### src/rtl/evt_irq_pkg.sv
package evt_irq_pkg;

    // Register byte offsets
    localparam int OFS_CTRL   = 'h00;
    localparam int OFS_MASK   = 'h04;
    localparam int OFS_MASKED = 'h08;
    localparam int OFS_RAW    = 'h0C;
    localparam int OFS_CARD   = 'h10;

    typedef struct packed {
        logic ctrl;
        logic mask;
        logic clr;
    } wr_sel_t;

    typedef enum logic [2:0] {
        RD_NONE,
        RD_CTRL,
        RD_MASK,
        RD_MASKED,
        RD_RAW,
        RD_CARD
    } rd_sel_t;

endpackage

### src/rtl/evt_irq_decode.sv
module evt_irq_decode
    import evt_irq_pkg::*;
#(
    parameter int ADDR_W = 8
) (
    input  logic              wr_i,
    input  logic [ADDR_W-1:0] addr_i,
    output wr_sel_t           wr_sel_o,
    output rd_sel_t           rd_sel_o
);

    always_comb begin
        wr_sel_o = '0;
        rd_sel_o = RD_NONE;
        if (addr_i == ADDR_W'(OFS_CTRL)) begin
            rd_sel_o      = RD_CTRL;
            wr_sel_o.ctrl = wr_i;
        end else if (addr_i == ADDR_W'(OFS_MASK)) begin
            rd_sel_o      = RD_MASK;
            wr_sel_o.mask = wr_i;
        end else if (addr_i == ADDR_W'(OFS_MASKED)) begin
            rd_sel_o     = RD_MASKED;
            wr_sel_o.clr = wr_i;
        end else if (addr_i == ADDR_W'(OFS_RAW)) begin
            rd_sel_o     = RD_RAW;
            wr_sel_o.clr = wr_i;
        end else if (addr_i == ADDR_W'(OFS_CARD)) begin
            rd_sel_o = RD_CARD;
        end
    end

endmodule

### src/rtl/evt_irq_status.sv
module evt_irq_status #(
    parameter int REG_W   = 32,
    localparam int NUM_EVT = REG_W - 2,
    localparam int INS_BIT = REG_W - 2,
    localparam int REM_BIT = REG_W - 1
) (
    input  logic               clk,
    input  logic               rst_n,
    input  logic [NUM_EVT-1:0] evt_i,
    input  logic               card_ins_i,
    input  logic               card_rem_i,
    input  logic               clr_i,
    input  logic [REG_W-1:0]   wdata_i,
    output logic [REG_W-1:0]   raw_o,
    output logic               present_o
);

    typedef struct packed {
        logic [REG_W-1:0] raw;
        logic             present;
    } st_t;

    st_t st_d, st_q;

    always_comb begin
        st_d = st_q;
        // Clear first, then apply the set sources so they win a collision
        if (clr_i) begin
            st_d.raw = st_d.raw & ~wdata_i;
        end
        st_d.raw = st_d.raw | REG_W'(evt_i);
        if (card_rem_i) begin
            st_d.raw[REM_BIT] = 1'b1;
            st_d.raw[INS_BIT] = 1'b0;
            st_d.present      = 1'b0;
        end else if (card_ins_i) begin
            st_d.raw[INS_BIT] = 1'b1;
            st_d.raw[REM_BIT] = 1'b0;
            st_d.present      = 1'b1;
        end
    end

    always_ff @(posedge clk or negedge rst_n) begin
        if (!rst_n) begin
            st_q <= '0;
        end else begin
            st_q <= st_d;
        end
    end

    assign raw_o     = st_q.raw;
    assign present_o = st_q.present;

    assert_evt_sticky_R2: assert property (@(posedge clk) disable iff (!rst_n)
        (|evt_i) |=> ((raw_o[NUM_EVT-1:0] & $past(evt_i)) == $past(evt_i)));

    assert_set_beats_clr_R5: assert property (@(posedge clk) disable iff (!rst_n)
        (clr_i && (|(evt_i & wdata_i[NUM_EVT-1:0])))
        |=> ((raw_o[NUM_EVT-1:0] & $past(evt_i & wdata_i[NUM_EVT-1:0])) != '0));

    assert_w1c_R4: assert property (@(posedge clk) disable iff (!rst_n)
        (clr_i && !(|evt_i) && !card_ins_i && !card_rem_i)
        |=> ((raw_o & $past(wdata_i)) == '0));

    assert_insert_R6: assert property (@(posedge clk) disable iff (!rst_n)
        (card_ins_i && !card_rem_i) |=> (present_o && raw_o[INS_BIT] && !raw_o[REM_BIT]));

    assert_remove_R7: assert property (@(posedge clk) disable iff (!rst_n)
        card_rem_i |=> (!present_o && raw_o[REM_BIT] && !raw_o[INS_BIT]));

    assert_card_excl_R7: assert property (@(posedge clk) disable iff (!rst_n)
        !(raw_o[INS_BIT] && raw_o[REM_BIT]));

endmodule

### src/rtl/evt_irq_cfg.sv
module evt_irq_cfg #(
    parameter int REG_W    = 32,
    parameter int EN_BIT   = 4,
    parameter int RST_BITS = 3
) (
    input  logic             clk,
    input  logic             rst_n,
    input  logic             wr_ctrl_i,
    input  logic             wr_mask_i,
    input  logic [REG_W-1:0] wdata_i,
    output logic [REG_W-1:0] ctrl_o,
    output logic [REG_W-1:0] mask_o,
    output logic             en_o
);

    localparam logic [REG_W-1:0] SELF_CLR = REG_W'((64'd1 << RST_BITS) - 64'd1);

    typedef struct packed {
        logic [REG_W-1:0] ctrl;
        logic [REG_W-1:0] mask;
    } cfg_t;

    cfg_t cfg_d, cfg_q;

    always_comb begin
        cfg_d = cfg_q;
        if (wr_ctrl_i) begin
            cfg_d.ctrl = wdata_i & ~SELF_CLR;
        end
        if (wr_mask_i) begin
            cfg_d.mask = wdata_i;
        end
    end

    always_ff @(posedge clk or negedge rst_n) begin
        if (!rst_n) begin
            cfg_q <= '0;
        end else begin
            cfg_q <= cfg_d;
        end
    end

    assign ctrl_o = cfg_q.ctrl;
    assign mask_o = cfg_q.mask;
    assign en_o   = cfg_q.ctrl[EN_BIT];

    assert_ctrl_selfclr_R8: assert property (@(posedge clk) disable iff (!rst_n)
        wr_ctrl_i |=> ((ctrl_o[RST_BITS-1:0] == '0)
                       && (ctrl_o[REG_W-1:RST_BITS] == $past(wdata_i[REG_W-1:RST_BITS]))));

    assert_mask_wr_R10: assert property (@(posedge clk) disable iff (!rst_n)
        wr_mask_i |=> (mask_o == $past(wdata_i)));

endmodule

### src/rtl/evt_irq_out.sv
module evt_irq_out #(
    parameter int REG_W = 32
) (
    input  logic             clk,
    input  logic             rst_n,
    input  logic             en_i,
    input  logic [REG_W-1:0] raw_i,
    input  logic [REG_W-1:0] mask_i,
    output logic             irq_o
);

    logic irq_d, irq_q;

    always_comb begin
        irq_d = en_i && (|(raw_i & mask_i));
    end

    always_ff @(posedge clk or negedge rst_n) begin
        if (!rst_n) begin
            irq_q <= 1'b0;
        end else begin
            irq_q <= irq_d;
        end
    end

    assign irq_o = irq_q;

    assert_irq_lag_R9: assert property (@(posedge clk) disable iff (!rst_n)
        (en_i || raw_i != '0 || irq_o) |=> (irq_o == $past(en_i && (|(raw_i & mask_i)))));

    assert_irq_needs_en_R9: assert property (@(posedge clk) disable iff (!rst_n)
        (!en_i) |=> !irq_o);

endmodule

### src/rtl/evt_irq_ctrl.sv
module evt_irq_ctrl
    import evt_irq_pkg::*;
#(
    parameter int REG_W    = 32,
    parameter int ADDR_W   = 8,
    parameter int EN_BIT   = 4,
    parameter int RST_BITS = 3,
    parameter int PRES_BIT = 8,
    localparam int NUM_EVT = REG_W - 2
) (
    input  logic               clk,
    input  logic               rst_n,
    input  logic [NUM_EVT-1:0] evt_set_i,
    input  logic               card_insert_i,
    input  logic               card_remove_i,
    input  logic               reg_wr_i,
    input  logic [ADDR_W-1:0]  reg_addr_i,
    input  logic [REG_W-1:0]   reg_wdata_i,
    output logic [REG_W-1:0]   reg_rdata_o,
    output logic               irq_o
);

    wr_sel_t          wr_sel;
    rd_sel_t          rd_sel;
    logic [REG_W-1:0] raw;
    logic [REG_W-1:0] ctrl;
    logic [REG_W-1:0] mask;
    logic             present;
    logic             irq_en;

    evt_irq_decode #(.ADDR_W(ADDR_W)) u_decode (
        .wr_i     (reg_wr_i),
        .addr_i   (reg_addr_i),
        .wr_sel_o (wr_sel),
        .rd_sel_o (rd_sel)
    );

    evt_irq_status #(.REG_W(REG_W)) u_status (
        .clk        (clk),
        .rst_n      (rst_n),
        .evt_i      (evt_set_i),
        .card_ins_i (card_insert_i),
        .card_rem_i (card_remove_i),
        .clr_i      (wr_sel.clr),
        .wdata_i    (reg_wdata_i),
        .raw_o      (raw),
        .present_o  (present)
    );

    evt_irq_cfg #(.REG_W(REG_W), .EN_BIT(EN_BIT), .RST_BITS(RST_BITS)) u_cfg (
        .clk       (clk),
        .rst_n     (rst_n),
        .wr_ctrl_i (wr_sel.ctrl),
        .wr_mask_i (wr_sel.mask),
        .wdata_i   (reg_wdata_i),
        .ctrl_o    (ctrl),
        .mask_o    (mask),
        .en_o      (irq_en)
    );

    evt_irq_out #(.REG_W(REG_W)) u_out (
        .clk    (clk),
        .rst_n  (rst_n),
        .en_i   (irq_en),
        .raw_i  (raw),
        .mask_i (mask),
        .irq_o  (irq_o)
    );

    always_comb begin
        case (rd_sel)
            RD_CTRL:   reg_rdata_o = ctrl;
            RD_MASK:   reg_rdata_o = mask;
            RD_MASKED: reg_rdata_o = raw & mask;
            RD_RAW:    reg_rdata_o = raw;
            RD_CARD:   reg_rdata_o = REG_W'(present) << PRES_BIT;
            default:   reg_rdata_o = '0;
        endcase
    end

    assert_masked_view_R3: assert property (@(posedge clk) disable iff (!rst_n)
        (reg_addr_i == ADDR_W'(OFS_MASKED)) |-> (reg_rdata_o == (raw & mask)));

endmodule

### config.mk
export PLATFORM = sky130hd
export DESIGN_NAME = evt_irq_ctrl
export DESIGN_NICKNAME = d
export VERILOG_FILES = /design/src/rtl/evt_irq_pkg.sv /design/src/rtl/evt_irq_decode.sv /design/src/rtl/evt_irq_status.sv /design/src/rtl/evt_irq_cfg.sv /design/src/rtl/evt_irq_out.sv /design/src/rtl/evt_irq_ctrl.sv
export SDC_FILE = /design/constraint.sdc
export NUM_CORES = 1
export LEC_CHECK = 0
export BUFFER_PORTS_ARGS = -buffer_cell sky130_fd_sc_hd__buf_2
export CAP_MARGIN = 40
export CORE_MARGIN = 1.5
export CORE_UTILIZATION = 30
export CTS_CLUSTER_DIAMETER = 40
export DETAILED_ROUTE_END_ITERATION = 10
export MAX_ROUTING_LAYER = met4
export PLACE_DENSITY = 0.51
export SLEW_MARGIN = 20
export SYNTH_ARGS = -nofsm -noshare
export SYNTH_HDL_FRONTEND = slang
export SYNTH_SLANG_ARGS = --single-unit
### constraint.sdc
create_clock -name clk -period 3.71 [get_ports clk]
set_input_delay 0.742 -clock clk [delete_from_list [all_inputs] [get_ports clk]]
set_output_delay 0.742 -clock clk [all_outputs]
set_load 0.02 [all_outputs]
==> summary.md, run 1 <==
| Metric | Value |
|---|---|
| Initial antenna violation count | `1` |
| Post-Syn Area per Cell | `between 10 and 15 µm²` |
| Setup TNS | `0 ns` |
| Final period utilization | `0.895` |
| Clock share of power | `0.393` |
| Post-DR vias/cell | `5.14` |
| Xor-xnor portion of the synthesized cell area | `0` |
| Synth Area in Simple Gates | `0.117` |
| Mapped Nets | `between 400 and 500` |
| CP Class | `input port to primary output` |
| Leakage | `around 2.6 nW` |
| Critical R2R Capture | `u_out.irq_o$_DFF_PN0_` |
| Flop pwr share | `0.502` |
| Min Clock Period, post-route | `~3.3 ns` |
| # port buffers | `107` |
| DRC marker count from the first detailed-route iteration | `around 140` |
| Reg clk slew, reported paths | `approximately 0.06 ns` |
| Clk buf depth | `2` |
| Post-Route Skew | `approximately 0.0051 ns` |
| Clock Latency Late Sink | `0.34 ns` |
| Status | `complete, no violations` |
| Die width | `approximately 130 µm` |
| Initial Utilization | `0.307` |
| Post-Route WL | `roughly 13,000 µm` |
| R2R setup slack | `2.07 ns` |
| Sequential element share of the synthesized area | `0.511` |
| Vias | `3,616` |
| I/O Pins | `108` |
| HP Class | `input port to async pin` |
| Grt met1 use | `0.229` |
| Clk Tree Root Cell | `clkbuf_16` |
| Unrepaired setup endpoints after global routing | `false` |
| CP Launch Type | `input port` |
| Post-DP HPWL | `between 9000 and 10,000 µm` |
| FP Rows | `45` |
| DIE HEIGHT | `128 µm` |
| Peak VDD IR | `around 0.00023 V` |
| R2r startpoint | `u_cfg.mask_o[18]$_DFFE_PN0P_` |
| F_max | `between 300 and 400 MHz` |
| Setup Fix Bufs, Post-CTS | `0` |
| PwrDens | `about 390 nW/µm²` |
| Synthesized area | `around 4700 µm²` |
| Slew Viols, Final | `0` |
| Synth cell types | `30` |
| Most Crowded Layer GR | `met2` |
| Max Cap Viol | `0` |
| Vias in the first global route | `~3,800` |
| First-pass GRT wire length | `between 20,000 and 25,000 µm` |
| Switching Fraction | `0.242` |
| P_int | `1.66 mW` |
| Syn Inst Count | `a little over 400` |
| Slew @ Worst Pin | `between 0.6 and 0.7 ns` |
| Post-CTS sizing | `0` |
| Global route total overflow | `0` |
| Sw Pwr | `approximately 0.53 mW` |
| Synth warnings | `0` |
| Seq cells post-synth | `95` |
| Final antenna-violating net count | `0` |
| CP arrival | `approximately 2.6 ns` |
| Reg2Reg Depth | `4` |
| Normalized max-slew margin | `0.569` |
| Routed WL per cell | `between 15 and 20 µm` |
| Compound-Gate Fraction of Synth Area | `0.172` |
| Drt drc | `0` |
| GRT Total Usage | `0.176` |
| CTS sink count | `between 90 and 100` |
| CP endpoint | `reg_rdata_o[13]` |
| Mux contribution to synthesized area | `0.168` |
| DIE AREA | `16,300 µm²` |
| Critical Path End Type | `primary output` |
| Area Overhead vs Synth | `21.6%` |
| Nets | `586` |
| Pre-antenna DRT Iters | `4` |
| CTS tree | `built` |
| Main combinational cell family by area after synthesis | `compound AO/OA/AOI/OAI gates` |
| Crit. Startpoint | `reg_addr_i[1]` |
| Largest net degree at the start of global routing | `57` |
| Share of layout cells above drive strength 1 | `0.391` |
| M2 GR Usage | `0.280` |
| CTS buffer count | `9` |
| Met3 Resource Use GR | `0.0272` |
| H-tree Lvls | `3` |
| Critical Path RT | `a little under 3 ns` |
| Post-layout total power | `~2.2 mW` |
| Synth Area in Adders | `0` |
| Hold_buf cts | `0` |
| Final Hold Fails | `0` |
| Endpoints failing setup | `0` |
| Combinational share of power | `0.105` |
| Gp weighted congestion | `~0.77` |
| Placeable Area | `~15,000 µm²` |
| Max FO, Critical Path | `13` |
[Yosys cell counts]
master,count,area share
a31o_2,1,0.0019
mux2_4,10,0.032
a22o_1,4,0.0075
a21o_1,30,0.048
buf_2,4,0.0043
or3_1,3,0.0040
o22ai_1,28,0.038
o31a_1,1,0.0019
nand4_1,3,0.0040
o32ai_1,1,0.0019
buf_1,1,0.00081
nand3_1,3,0.0032
dfrtp_1,95,0.51
a211oi_1,28,0.045
nor2_1,2,0.0016
a22oi_1,8,0.013
a21oi_1,5,0.0054
and3_1,1,0.0013
or4_4,2,0.0048
nor4_1,1,0.0013
a221oi_1,4,0.0075
buf_6,2,0.0048
nor3_1,28,0.030
mux2i_1,1,0.0022
inv_1,3,0.0024
mux2_2,55,0.13
a21bo_2,1,0.0022
and2_1,28,0.038
nand2_1,36,0.029
clkbuf_1,24,0.019
[cell usage in the layout, fill, tap and decap left out, types with 3 or more instances in the layout]
| cell | Yosys | layout |
|---|---|---|
| a21oi_1 | 5 | 5 |
| mux2_2 | 55 | 55 |
| nor3_1 | 28 | 28 |
| dfrtp_1 | 95 | 95 |
| a22o_1 | 4 | 4 |
| and2_1 | 28 | 28 |
| a22oi_1 | 8 | 8 |
| a221oi_1 | 4 | 4 |
| nand2_1 | 36 | 36 |
| o22ai_1 | 28 | 28 |
| a21o_1 | 30 | 30 |
| clkbuf_16 | 0 | 9 |
| buf_4 | 0 | 11 |
| nand4_1 | 3 | 3 |
| mux2_4 | 10 | 10 |
| a211oi_1 | 28 | 28 |
| or3_1 | 3 | 3 |
| nand3_1 | 3 | 3 |
| buf_2 | 4 | 106 |
[final cells by class]
class | count | area (µm²)
Multi-Input combinational cell | 284 | 2130
Antenna cell | 1 | 2.50
Clock inverter | 1 | 5.00
Inverter | 3 | 11.3
Clock buffer | 13 | 260
Sequential cell | 95 | 2380
Timing Repair Buffer | 118 | 633
Tap cell | 188 | 235
Fill cell | 1511 | 9490
[flip-flops by register name (all words and copies together), names as in the netlist]
register	flops
u_out.irq_o	1
u_cfg.ctrl_o	29
u_status.raw_o	32
u_status.present_o	1
u_cfg.mask_o	32
[worst min-delay path by stage]
stage,cells after the start,slack [ns],end,start
6_report,1,0.42,u_status.raw_o[0]$_DFF_PN0_,rst_n
5_1_grt,1,0.46,u_status.raw_o[1]$_DFF_PN0_,rst_n
4_1_cts,1,0.44,u_status.raw_o[1]$_DFF_PN0_,rst_n
3_5_place_dp,1,0.49,u_cfg.ctrl_o[5]$_DFFE_PN0P_,u_cfg.ctrl_o[5]$_DFFE_PN0P_
3_3_place_gp,2,0.48,u_status.present_o$_DFFE_PN0P_,u_status.present_o$_DFFE_PN0P_
2_1_floorplan,0,0.45,u_cfg.ctrl_o[10]$_DFFE_PN0P_,rst_n
[per-stage QoR]
stage,worst slack (ns),std cells,util,cell area [µm²],hold slack (ns)
final,0.388,703,0.374,5660,0.415
after global routing,0.273,703,0.374,5660,0.463
after CTS,0.272,702,0.373,5660,0.439
after detailed placement,0.274,688,0.356,5390,0.494
after global placement,0.282,688,0.356,5390,0.482
after floorplan,0.515,413,-,4650,0.446
[power by group through the flow]
stage	Combinational [mW]	Clock (mW)	Sequential [mW]
after floorplan	0.118	0	1.11
after global placement	0.232	0	1.12
after detailed placement	0.234	0	1.12
after CTS	0.235	0.892	1.10
after global routing	0.256	0.923	1.10
final	0.230	0.858	1.10
[worst max-delay path: stages]
cell,delay (ns)
buf_2,0.10
or4_4,0.54
or3_1,0.41
buf_4,0.24
nor3_1,0.32
buf_2,0.23
[logic make-up after synthesis]
family          count (synthesis)
compound gates                111
buf+inv                        34
flops                          95
mux                            66
simple gates                  107
[layer usage]
| layer | part of all wire | wire length [µm] |
|---|---|---|
| met1 | 0.47 | 6260 |
| met2 | 0.48 | 6370 |
| met3 | 0.036 | 483 |
| met4 | 0.017 | 231 |
| met5 | 0 | 0 |
Power figures use the tool's default switching activity.
==> inputs of run 2 (changes only) <==
- CORE_MARGIN: 1.5 -> 2
==> summary.md, run 2 (synthesis results as in run 1) <==
| Metric | Value |
|---|---|
| Clk buf depth | `2 (unchanged)` |
| Slew @ Worst Pin | `0.636 ns (was 0.646 ns)` |
| Clock Latency Late Sink | `0.34 ns (about the same)` |
| Post-CTS sizing | `0 (unchanged)` |
| Initial Utilization | `0.306 (was 0.307)` |
| Leakage | `2.60 nW (was 2.59 nW)` |
| Routed WL per cell | `19.5 µm (was 19.0 µm)` |
| Area Overhead vs Synth | `21.7% (was 21.6%)` |
| Nets | `587 (was 586)` |
| Peak VDD IR | `0.000205 V (was 0.000231 V)` |
| Initial antenna violation count | `0 (was 1)` |
| Critical Path RT | `2.97 ns (about the same)` |
| GRT Total Usage | `0.179 (was 0.176)` |
| Footprint of the multi-input gates | `2130 µm² (unchanged)` |
| Post-DR vias/cell | `5.24 (was 5.14)` |
| DIE HEIGHT | `129 µm (was 128 µm)` |
| Reg2Reg Depth | `4 (unchanged)` |
| Status | `complete, no violations (unchanged)` |
| Crit path buf inv count | `3 (unchanged)` |
| First-pass GRT wire length | `21,700 µm (was 20,900 µm)` |
| CP arrival | `2.64 ns (was 2.58 ns)` |
| Max stage delay on crit path | `0.54 ns (about the same)` |
| Most frequent cells in the layout | `buf_2, dfrtp_1, mux2_2 (unchanged)` |
| Crit. Startpoint | `reg_addr_i[1] (unchanged)` |
| N_diodes | `0 (was 1)` |
| CP delay by family, top | `simple AND/OR/NAND/NOR gates (unchanged)` |
| Endpoints failing setup | `0 (unchanged)` |
| Vias in the first global route | `3,796 (was 3,760)` |
| Vias | `3,697 (was 3,616)` |
| CTS sink count | `95 (unchanged)` |
| R2R setup slack | `1.96 ns (was 2.07 ns)` |
| Final Hold Fails | `0 (unchanged)` |
| FP Rows | `45 (unchanged)` |
| Reg clk slew, reported paths | `0.07 ns (was 0.06 ns)` |
| Most common cell after layout, fill and taps aside | `buf_2 (unchanged)` |
| Register area | `2380 µm² (unchanged)` |
| Gp weighted congestion | `0.746 (was 0.774)` |
| Clk Tree Root Cell | `clkbuf_16 (unchanged)` |
| Final period utilization | `0.911 (was 0.895)` |
| Max FO, Critical Path | `23 (was 13)` |
| Critical R2R Capture | `u_out.irq_o$_DFF_PN0_ (unchanged)` |
| Pre-antenna DRT Iters | `4 (unchanged)` |
| Share of layout cells above drive strength 1 | `0.397 (was 0.391)` |
| Placeable Area | `15,200 µm² (was 15,100 µm²)` |
| Worst-path cell chain | `buf_2 > or4_4 > or3_1 > buf_4 > nor3_1 > buf_2 (unchanged)` |
| Final antenna-violating net count | `0 (unchanged)` |
| Setup Fix Bufs, Post-CTS | `0 (unchanged)` |
| Post-DP HPWL | `9180 µm (was 9140 µm)` |
| CP endpoint | `reg_rdata_o[26] (was reg_rdata_o[13])` |
| Post-layout util | `0.372 (was 0.374)` |
| F_max | `296 MHz (was 301 MHz)` |
| Critical path's most frequent cell | `buf_2 (unchanged)` |
| Slew Viols, Final | `0 (unchanged)` |
| Largest net degree at the start of global routing | `57 (unchanged)` |
| Normalized max-slew margin | `0.576 (was 0.569)` |
| Filler cells | `1,512 (was 1,511)` |
| Hold_buf cts | `0 (unchanged)` |
| DIE AREA | `16,500 µm² (was 16,300 µm²)` |
| CTS buffer count | `9 (unchanged)` |
| Post-Route WL | `13,800 µm (was 13,300 µm)` |
| Post-layout total power | `2.21 mW (was 2.19 mW)` |
| Max Cap Viol | `0 (unchanged)` |
| CP Launch Type | `input port (unchanged)` |
| Setup TNS | `0 ns (unchanged)` |
| Post-Route Skew | `0.00438 ns (was 0.00509 ns)` |
| Die width | `129 µm (was 128 µm)` |
| Global route total overflow | `0 (unchanged)` |
| Drt drc | `0 (unchanged)` |
| PwrDens | `391 nW/µm² (was 386 nW/µm²)` |
| CP Class | `input port to primary output (unchanged)` |
| I/O Pins | `108 (unchanged)` |
| Critical Path End Type | `primary output (unchanged)` |
| HP Class | `input port to async pin (unchanged)` |
| Worst path slowest cell | `or4_4 (unchanged)` |
| Min Clock Period, post-route | `3.38 ns (was 3.32 ns)` |
| R2r startpoint | `u_cfg.mask_o[22]$_DFFE_PN0P_ (was u_cfg.mask_o[18]$_DFFE_PN0P_)` |
| # port buffers | `107 (unchanged)` |
| Unrepaired setup endpoints after global routing | `false (unchanged)` |
| CTS tree | `built (unchanged)` |
| DRC marker count from the first detailed-route iteration | `228 (was 141)` |
| H-tree Lvls | `3 (unchanged)` |
| Levels on crit path | `6 (unchanged)` |
-- run 2: cell count changes in the layout (fill, tap and decap cells not counted), sizes merged --
cell / previous run / this run
buf: 118 / 119
diode: 1 / 0
clkbuf: 13 / 12
clkinv: 1 / 4
-- run 2: worst min path at each step --
stage | start | to | slack [ns]
2_1_floorplan | rst_n | u_cfg.ctrl_o[10]$_DFFE_PN0P_ | 0.45
3_3_place_gp | u_status.present_o$_DFFE_PN0P_ | u_status.present_o$_DFFE_PN0P_ | 0.49
3_5_place_dp | u_status.present_o$_DFFE_PN0P_ | u_status.present_o$_DFFE_PN0P_ | 0.49
4_1_cts | rst_n | u_status.raw_o[16]$_DFF_PN0_ | 0.39
5_1_grt | rst_n | u_status.raw_o[16]$_DFF_PN0_ | 0.42
6_report | rst_n | u_status.raw_o[16]$_DFF_PN0_ | 0.38
-- run 2: area by class of cell --
| class | instances | share of cell area |
|---|---|---|
| inverters | 3 | 0.00199 |
| clock buffers | 12 | 0.0453 |
| flip-flops and latches | 95 | 0.420 |
| multi-input cells | 284 | 0.377 |
| well taps | 188 | 0.0415 |
| repair buffers | 119 | 0.111 |
| clock inverters | 4 | 0.00354 |
-- run 2: per-stage QoR --
step | hold slack [ns] | instance area [µm²] | setup WS [ns] | std cells
finish | 0.384 | 5660 | 0.332 | 705
global route | 0.419 | 5660 | 0.296 | 705
CTS | 0.389 | 5660 | 0.403 | 705
detailed placement | 0.492 | 5390 | 0.403 | 689
global placement | 0.486 | 5390 | 0.431 | 689
floorplan | 0.446 | 4650 | 0.515 | 413
-- run 2: report_power, final --
part           internal, mW  leakage [nW]  switching, mW
clock                 0.487         0.142          0.398
combinational         0.104          1.31          0.126
sequential             1.07          1.15         0.0279
total                  1.66          2.60          0.551
-- run 2: worst register-to-register path, cell delays in order (launching register included) --
cell,delay [ns]
dfrtp_1,0.41
a22o_1,0.29
a221oi_1,0.46
nand4_1,0.17
o31a_1,0.32
-- run 2: routing by layer --
metal / GRT usage / share of wire / routed length (µm)
met1: 0.234 / 0.47 / 6420
met2: 0.285 / 0.48 / 6590
met3: 0.0295 / 0.036 / 489
met4: 0.0595 / 0.018 / 248
met5: - / 0 / 0
==> inputs of run 3 (changes only) <==
- HOLD_SLACK_MARGIN: unset -> 0.1
- RECOVER_POWER: unset -> 50
==> summary.md, run 3 (synthesis results as in run 1) <==
| Metric | Value |
|---|---|
| Fin area | `5640 µm² (was 5660 µm²)` |
| Die width | `129 µm (unchanged)` |
| DIE AREA | `16,500 µm² (unchanged)` |
| Vias in the first global route | `3,796 (unchanged)` |
| Post-CTS sizing | `0 (unchanged)` |
| Share of layout cells above drive strength 1 | `0.385 (was 0.397)` |
| Reg2Reg Depth | `4 (unchanged)` |
| I/O Pins | `108 (unchanged)` |
| Min Clock Period, post-route | `3.40 ns (was 3.38 ns)` |
| Met3 Resource Use GR | `0.0295 (unchanged)` |
| Max FO, Critical Path | `23 (unchanged)` |
| Most Crowded Layer GR | `met2 (unchanged)` |
| CP arrival | `2.66 ns (was 2.64 ns)` |
| Filler cells | `1,513 (was 1,512)` |
| PwrDens | `392 nW/µm² (was 391 nW/µm²)` |
| Final worst setup slack | `0.305 ns (was 0.332 ns)` |
| Initial Utilization | `0.306 (unchanged)` |
| Hold_buf cts | `0 (unchanged)` |
| M2 GR Usage | `0.285 (unchanged)` |
| Clk buf depth | `2 (unchanged)` |
| F_max | `294 MHz (was 296 MHz)` |
| GRT Total Usage | `0.179 (unchanged)` |
| Post-Route Skew | `0.00422 ns (was 0.00438 ns)` |
| Hold Crit Depth | `1` |
| Post-DP HPWL | `9180 µm (unchanged)` |
| Slew Viols, Final | `73 (was 0)` |
| Grt met1 use | `0.234 (unchanged)` |
| CTS tree | `built (unchanged)` |
| Place WS | `0.403 ns (unchanged)` |
| Setup Fix Bufs, Post-CTS | `0 (unchanged)` |
| Most common cell after layout, fill and taps aside | `buf_2 (unchanged)` |
| Area Overhead vs Synth | `21.2% (was 21.7%)` |
| Post-Route WL | `13,700 µm (was 13,800 µm)` |
| Vias | `3,683 (was 3,697)` |
| Normalized max-slew margin | `-0.504 (was 0.576)` |
| CP Class | `input port to primary output (unchanged)` |
| Clk Tree Root Cell | `clkbuf_16 (unchanged)` |
| HP Class | `flip-flop to flip-flop (was input port to async pin)` |
| Peak VDD IR | `0.000204 V (was 0.000205 V)` |
| Clock Latency Late Sink | `0.34 ns (about the same)` |
| Most frequent cells in the layout | `buf_2, dfrtp_1, mux2_2 (unchanged)` |
| Gp weighted congestion | `0.746 (unchanged)` |
| Max Cap Viol | `2 (was 0)` |
| N_diodes | `0 (unchanged)` |
| Slew @ Worst Pin | `2.26 ns (was 0.636 ns)` |
| Initial antenna violation count | `0 (unchanged)` |
| First-pass GRT wire length | `21,700 µm (unchanged)` |
| Reg clk slew, reported paths | `0.06 ns (was 0.07 ns)` |
| Failing checks | `max-capacitance violations, max-slew violations` |
| Post-layout total power | `2.21 mW (about the same)` |
| DIE HEIGHT | `129 µm (unchanged)` |
| Drt drc | `0 (unchanged)` |
| Final antenna-violating net count | `0 (unchanged)` |
| Status | `complete, but fails checks (was complete, no violations)` |
| H-tree Lvls | `3 (unchanged)` |
| Pre-antenna DRT Iters | `4 (unchanged)` |
| Critical Path RT | `2.97 ns (about the same)` |
| Placeable Area | `15,200 µm² (unchanged)` |
| Leakage | `2.58 nW (was 2.60 nW)` |
| Final period utilization | `0.918 (was 0.911)` |
| FP Rows | `45 (unchanged)` |
| Worst-path cell chain | `buf_2 > or4_1 > or3_1 > buf_4 > nor3_1 > buf_2 (was buf_2 > or4_4 > or3_1 > buf_4 > nor3_1 > buf_2)` |
| Nets | `587 (unchanged)` |
| Post-DR vias/cell | `5.22 (was 5.24)` |
| Setup TNS | `0 ns (unchanged)` |
| Global route total overflow | `0 (unchanged)` |
| Routed WL per cell | `19.5 µm (about the same)` |
| Final Hold Fails | `0 (unchanged)` |
| Largest net degree at the start of global routing | `57 (unchanged)` |
| Critical Path End Type | `primary output (unchanged)` |
| Max stage delay on crit path | `0.56 ns (was 0.54 ns)` |
| CP Launch Type | `input port (unchanged)` |
| # port buffers | `107 (unchanged)` |
| CTS buffer count | `9 (unchanged)` |
| Endpoints failing setup | `0 (unchanged)` |
| Unrepaired setup endpoints after global routing | `false (unchanged)` |
| DRC marker count from the first detailed-route iteration | `222 (was 228)` |
| CTS sink count | `95 (unchanged)` |
| Critical path's most frequent cell | `buf_2 (unchanged)` |
| Placed cell areas | `5390 µm² (unchanged)` |
| Worst path slowest cell | `or4_1 (was or4_4)` |
## run 3: changes by cell type in the layout (fill, tap and decap cells not counted), sizes merged
| cell | previous run | this run |
|---|---|---|
| buf | 119 | 113 |
| clkbuf | 12 | 18 |
## run 3: routing by layer
layer,routed length [µm],share of wire
met5,0,0
met2,6560,0.48
met3,509,0.037
met4,245,0.018
met1,6430,0.47
## run 3: worst max-delay path: cells and delay by family
| kind | cells | cell delay, ns |
|---|---|---|
| simple gates | 3 | 1.32 |
| buf+inv | 3 | 0.59 |
## run 3: area by class of cell
type / instances / area, µm² / area share
Sequential cell: 95 / 2380 / 0.422
Multi-Input combinational cell: 284 / 2120 / 0.377
Timing Repair Buffer: 119 / 613 / 0.109
Clock buffer: 12 / 256 / 0.0455
Tap cell: 188 / 235 / 0.0417
Clock inverter: 4 / 20.0 / 0.00355
Inverter: 3 / 11.3 / 0.00200
## run 3: final timing paths
path | start | to | slack, ns
hold reg to reg | u_cfg.ctrl_o[20]$_DFFE_PN0P_ | u_cfg.ctrl_o[20]$_DFFE_PN0P_ | 0.51
setup reg to reg | u_cfg.mask_o[22]$_DFFE_PN0P_ | u_out.irq_o$_DFF_PN0_ | 1.99
hold / removal | u_cfg.ctrl_o[20]$_DFFE_PN0P_ | u_cfg.ctrl_o[20]$_DFFE_PN0P_ | 0.51
min in group asynchronous | rst_n | u_status.raw_o[16]$_DFF_PN0_ | 1.07
setup / recovery | reg_addr_i[1] | reg_rdata_o[26] | 0.31
max in group asynchronous | rst_n | u_status.raw_o[31]$_DFFE_PN0P_ | 0.88
## run 3: power breakdown
| group | internal (mW) | switching (mW) | total [mW] |
|---|---|---|---|
| sequential | 1.07 | 0.0280 | 1.10 |
| combinational | 0.102 | 0.125 | 0.227 |
| clock | 0.487 | 0.397 | 0.884 |
| total | 1.66 | 0.549 | 2.21 |
## run 3: stage by stage
step	hold slack, ns	utilization	std cells
2_1_floorplan	0.446	-	413
3_3_place_gp	0.486	0.354	689
3_5_place_dp	0.492	0.354	689
4_1_cts	0.389	0.372	705
5_1_grt	0.516	0.371	705
6_report	0.505	0.371	705
